File: src/rtl/agi_hazard_unit.sv
module agi_hazard_unit #(
  parameter int RID_W = 3,
  parameter int SP_ID = 4
) (
  input  logic                  clk,
  input  logic                  rst_n,
  input  logic                  in_valid,
  input  logic                  addr_use,
  input  logic                  base_vld,
  input  logic [RID_W-1:0]      base_id,
  input  logic                  idx_vld,
  input  logic [RID_W-1:0]      idx_id,
  input  logic                  sp_use,
  input  logic [2:0]            op_class,
  input  logic [(1<<RID_W)-1:0] dst_mask,
  output logic                  stall
);
  localparam int NREG = 1 << RID_W;
  localparam logic [2:0] C_STK = 3'd1, C_RET = 3'd2, C_RETI = 3'd3, C_LEA = 3'd4;
  localparam logic [NREG-1:0] ONE = {{(NREG-1){1'b0}}, 1'b1};
  localparam logic [NREG-1:0] SP_OH = ONE << SP_ID;

  logic [NREG-1:0] last_wr, rd_mask, wr_mask;

  wire addr_calc = addr_use || op_class == C_LEA;
  wire sp_impl   = sp_use || op_class == C_STK || op_class == C_RET || op_class == C_RETI;

  assign rd_mask = ((addr_calc && base_vld) ? (ONE << base_id) : '0)
                 | ((addr_calc && idx_vld)  ? (ONE << idx_id)  : '0)
                 | (sp_impl ? SP_OH : '0);

  always_comb begin
    case (op_class)
      C_STK, C_RET: wr_mask = dst_mask & ~SP_OH;
      C_RETI:       wr_mask = dst_mask | SP_OH;
      default:      wr_mask = dst_mask;
    endcase
  end

  assign stall = in_valid && |(rd_mask & last_wr);

  always_ff @(posedge clk or negedge rst_n)
    if (!rst_n)                 last_wr <= '0;
    else if (in_valid && !stall) last_wr <= wr_mask;
    else                        last_wr <= '0;
endmodule


File: config.mk
export PLATFORM = sky130hd
export DESIGN_NAME = agi_hazard_unit
export DESIGN_NICKNAME = d
export VERILOG_FILES = /design/src/rtl/agi_hazard_unit.sv
export SDC_FILE = /design/constraint.sdc
export NUM_CORES = 1
export LEC_CHECK = 0
export BUFFER_PORTS_ARGS = -buffer_cell sky130_fd_sc_hd__buf_2
export CORE_AREA = 8 8 62 48
export CTS_BUF_LIST = sky130_fd_sc_hd__clkbuf_4
export DETAILED_ROUTE_END_ITERATION = 10
export DIE_AREA = 0 0 70 56
export GPL_TIMING_DRIVEN = 0
export PLACE_DENSITY = 0.61
export RECOVER_POWER = 50
export SLEW_MARGIN = 20
export SYNTH_ARGS = -nofsm -noshare
export SYNTH_HDL_FRONTEND = slang
export SYNTH_SLANG_ARGS = --single-unit
export TNS_END_PERCENT = 5
File: constraint.sdc
create_clock -name clk -period 2.2 [get_ports clk]
set_input_delay 0.55 -clock clk [delete_from_list [all_inputs] [get_ports clk]]
set_output_delay 0.55 -clock clk [all_outputs]
set_load 0.01 [all_outputs]
# After elaboration in Yosys (flattened, before gate mapping)
# Index checks and enable logic that the tools add are counted.
[word_totals] in_bits=24 regBits=8 elab_cells=26 output_inout_bits=1
[classes] muxes=5 n_bitwise=3 reduce_logical=11 shift=2 eq_ne=4
[ops] operator="$mux W8" n=3
[ops] operator="$shl A1 B3 Y8 const A" n=2
[ops] operator="$pmux W5 S2" n=1
[ops] operator="$and A8 B8 Y8" n=1
[ops] operator="$or A8 B5 Y8" n=1
[ops] operator="$or A8 B8 Y8" n=1
[ops] operator="$reduce_or A8 Y1" n=1
[ops] operator="$eq A3 B2 Y1 const B" n=2
[ops] operator="$mux W5" n=1
[ops] operator="$logic_and A1 B1 Y1" n=4
[ops] operator="$logic_or A1 B1 Y1" n=4
[ops] operator="$eq A3 B1 Y1 const B" n=1
[ops] operator="$eq A3 B3 Y1 const B" n=1
[ops] operator="$reduce_or A2 Y1" n=1
[ops] operator="$logic_not A1 Y1" n=1

# Longest topological paths before layout
[logic_depth] ltp_word=12 ltp_mapped=6 depth_no_buf=5

# Worst setup path after synthesis
# No wires, ideal clock.
[synth_path] path_type="in2out" startpoint="in op_class[2]" endpoint="out stall" path_stages=5 path_slack_ps=-156 t_arrival_ps=1806 path_cell_list="nor3b_4 -> o2111a_1 -> o41ai_4 -> o2111ai_4 -> o21a_1"
[synth_via] elab_chain_len=9
[synth_lines] item="start: declaration" line="14" source="input logic [2:0] op_class,"
[synth_lines] item="$eq A3 B3 Y1 or $eq A3 B1 Y1 (tied branches)" line="25, 26"
[synth_lines] item="$logic_or A1 B1 Y1 (on tied branches)" line="25, 26"
[synth_lines] item="$logic_and A1 B1 Y1, or another cell as far along" line="28" source="assign rd_mask = ((addr_calc && base_vld) ? (ONE << base_id) : '0)"
[synth_lines] item="$mux W8, or another cell as far along" line="28"
[synth_lines] item="$or A8 B8 Y8 or $mux W5 (tied branches)" line="29, 30"
[synth_lines] item="$or A8 B5 Y8 *" line="30" source="| (sp_impl ? SP_OH : '0);"
[synth_lines] item="$and A8 B8 Y8 *" line="40" source="assign stall = in_valid && |(rd_mask & last_wr);"
[synth_lines] item="$reduce_or A8 Y1 *" line="40"
[synth_lines] item="$logic_and A1 B1 Y1 *" line="40"
[synth_lines] item="end: declaration" line="16" source="output logic stall"
# Mark *: on every way between the ends. The rest lies on a longest branch, timed or not.

# Final worst setup path
# Ends and elaborated chain as after synthesis.

==> run metrics <==
post-DP HPWL 1.33 mm; Initial Util 0.329; # Max-Cap Violations 0; GR Util All Layers 0.0813; Top Registers last_wr (8); Main synth FF type dfrtp_1; Die ar. 3920 um2; failing checks setup timing; Inserted Clock Buffers 3; 1st-iter DRT viols 31; syn nets 95; ranking of synthesized cells by area dfrtp_1 (30%), nor3_2 (12%), nand2_1 (6.2%); I/O pin cnt 25; clock-pin slew on the worst setup and hold paths 0.05 ns; largest net degree at the start of global routing 10; vias after detailed routing 619; Pins Over Slew Limit 0; Die Y 56 um; nets 125; htree depth 1; Layout Skew 0.00143 ns; initial antenna violation count 0; Period minus WS final 2.45 ns; internal power 0.274 mW; wire length per cell 12.8 um; clk buf depth 2; core box area 2030 um2; PwrDens 421 nW/um2; Slew HR 0.734; Ys Warns 0; PortBufs 23; first-pass GRT wire length 2.66 mm; Worst VDD drop 200 uV; Synth top area share 0.299; Setup WS post-layout -0.253 ns; flops & latches, synth 8; Final setup viols 1; fmax 408 MHz; Synth cell types 26; CTS root buf clkbuf_4; overflow left after global routing 0; pre-CTS setup slack -0.472 ns; Post-Route Utilization 0.441; kind of critical path in2out; setup total negative slack -0.253 ns; CP max FO 8; cell area after synthesis 669 um2; largest register by flop count last_wr; RSZ-0062 raised after global routing yes; Final period util 1.11; async set-reset flop share out of synthesis 1.00; clock share of power 0.274; final wirelength 1.58 mm; via/cell ratio 5.03; type of element capturing the critical path output port; Sw Ratio 0.275; diodes inserted 0; layout cell share with drive strength beyond 1 0.434; ANT nets after route 0; Seq pwr share 0.429; CTS tree done; routability congestion estimate 0.776; Hold Fails Final Rpt 0; Placed Cells 118; Req. time, crit path 1.65 ns; power consumption 0.377 mW; number of flops mapped to enable cells by yosys 0; Non-Filler Instances 123; register area share after synthesis 0.299; Fillers 218; Cells after Synth 71; Residual DRC 0; number of flip-flops in the largest register 8; TritonRoute pass-1 iters 2; Yosys top cell by area dfrtp_1; Die W 70 um; Gate power share 0.297; vias in the first global route 634; CTS sink count 8; Leakage 0.429 nW; Worst Tran Pin Value 0.399 ns; status finished, violations left; Rows 14; worst min path class in2async; Net Sw Power 0.104 mW; P&R area growth vs syn 33.8%; Setup crit start kind primary input; Clock Latency Late Sink 0.24 ns; Mapped Avg Cell Area 9.43 um2; Worst EP arrival 1.90 ns
-- worst max-delay path, stage by stage --
cell	delay [ns]
buf_6	0.09
nor3b_4	0.17
o2111a_1	0.27
o41ai_4	0.33
o2111ai_4	0.16
o21a_1	0.19
buf_2	0.13
-- layout by cell type (no fill, tap or decap), types with 2 or more instances in the layout --
cell / count
buf_2: 17
buf_4: 4
buf_6: 2
clkbuf_4: 4
dfrtp_1: 8
nand2_1: 11
nand2b_1: 2
nor2_1: 6
nor2b_1: 3
nor2b_4: 2
nor3_1: 2
nor3_2: 8
nor3b_1: 2
o2111a_1: 2
o2111ai_1: 3
o211a_1: 2
o211ai_1: 3
o21ai_0: 2
-- through the flow --
stage	hold slack, ns	area [um2]
after global placement	0.392	817
after global routing	0.252	896
after detailed placement	0.393	817
after CTS	0.127	868
final	0.202	896
after floorplan	0.254	672
-- kinds of logic after synthesis --
group	synth area share
compound gates	0.299
buf+inv	0.0280
flops	0.299
simple gates	0.374
-- layer usage --
metal  track usage  part of all wire  vias to the layer above  wire (um)
li1              -                 -                      326          -
met3        0.0285             0.065                        0        103
met1         0.106              0.52                      273        814
met2         0.113              0.42                       20        659
met4        0.0429                 0                        0          0
met5             0                 0                        -          0
-- what timing repair did --
action / in CTS / in global routing
gates resized for setup: 3 / 12
pin swaps: 4 / 8
endpoints found under the setup margin: 1 / 1
hold buffers: 0 / 0
endpoints found under the hold margin: 0 / 0
setup buffers: 3 / 0
-- cells in the mapped netlist, types with 2 or more instances --
cell,n
nand2_1,11
dfrtp_1,8
nor3_2,8
nor2_1,6
nor2b_1,5
o21ai_0,4
o2111ai_1,3
o211ai_1,3
nand2b_1,2
nor3_1,2
nor3b_1,2
o2111a_1,2
o211a_1,2
-- final timing paths --
path | cells past startpoint | end | slack (ns) | from
worst min-delay path | 1 | last_wr[2]$_DFF_PN0_ | 0.20 | rst_n
max in group asynchronous | 1 | last_wr[7]$_DFF_PN0_ | 1.72 | rst_n
worst max register to register | 4 | last_wr[3]$_DFF_PN0_ | 0.85 | last_wr[6]$_DFF_PN0_
worst max-delay path | 7 | stall | -0.25 | op_class[2]
worst min register to register | 3 | last_wr[6]$_DFF_PN0_ | 0.77 | last_wr[5]$_DFF_PN0_
min in group clk | 3 | last_wr[0]$_DFF_PN0_ | 0.53 | dst_mask[0]
-- power by group through the flow --
| stage | clock network [mW] | registers [mW] | logic (mW) |
|---|---|---|---|
| 2_1_floorplan | 0 | 0.163 | 0.0569 |
| 3_3_place_gp | 0 | 0.164 | 0.0979 |
| 3_5_place_dp | 0 | 0.164 | 0.100 |
| 4_1_cts | 0.109 | 0.162 | 0.107 |
| 5_1_grt | 0.110 | 0.162 | 0.125 |
| 6_report | 0.103 | 0.162 | 0.112 |
-- area by class of cell --
type                       instances  area (um2)  share of cell area
clock buffer                       3        22.5              0.0251
buffer                             1        3.75             0.00419
inverter                           1        3.75             0.00419
tap                               24        30.0              0.0335
timing repair buffer              26         164               0.183
multi-input combinational         60         472               0.527
sequential                         8         200               0.223
Power figures use the tool's default switching activity.
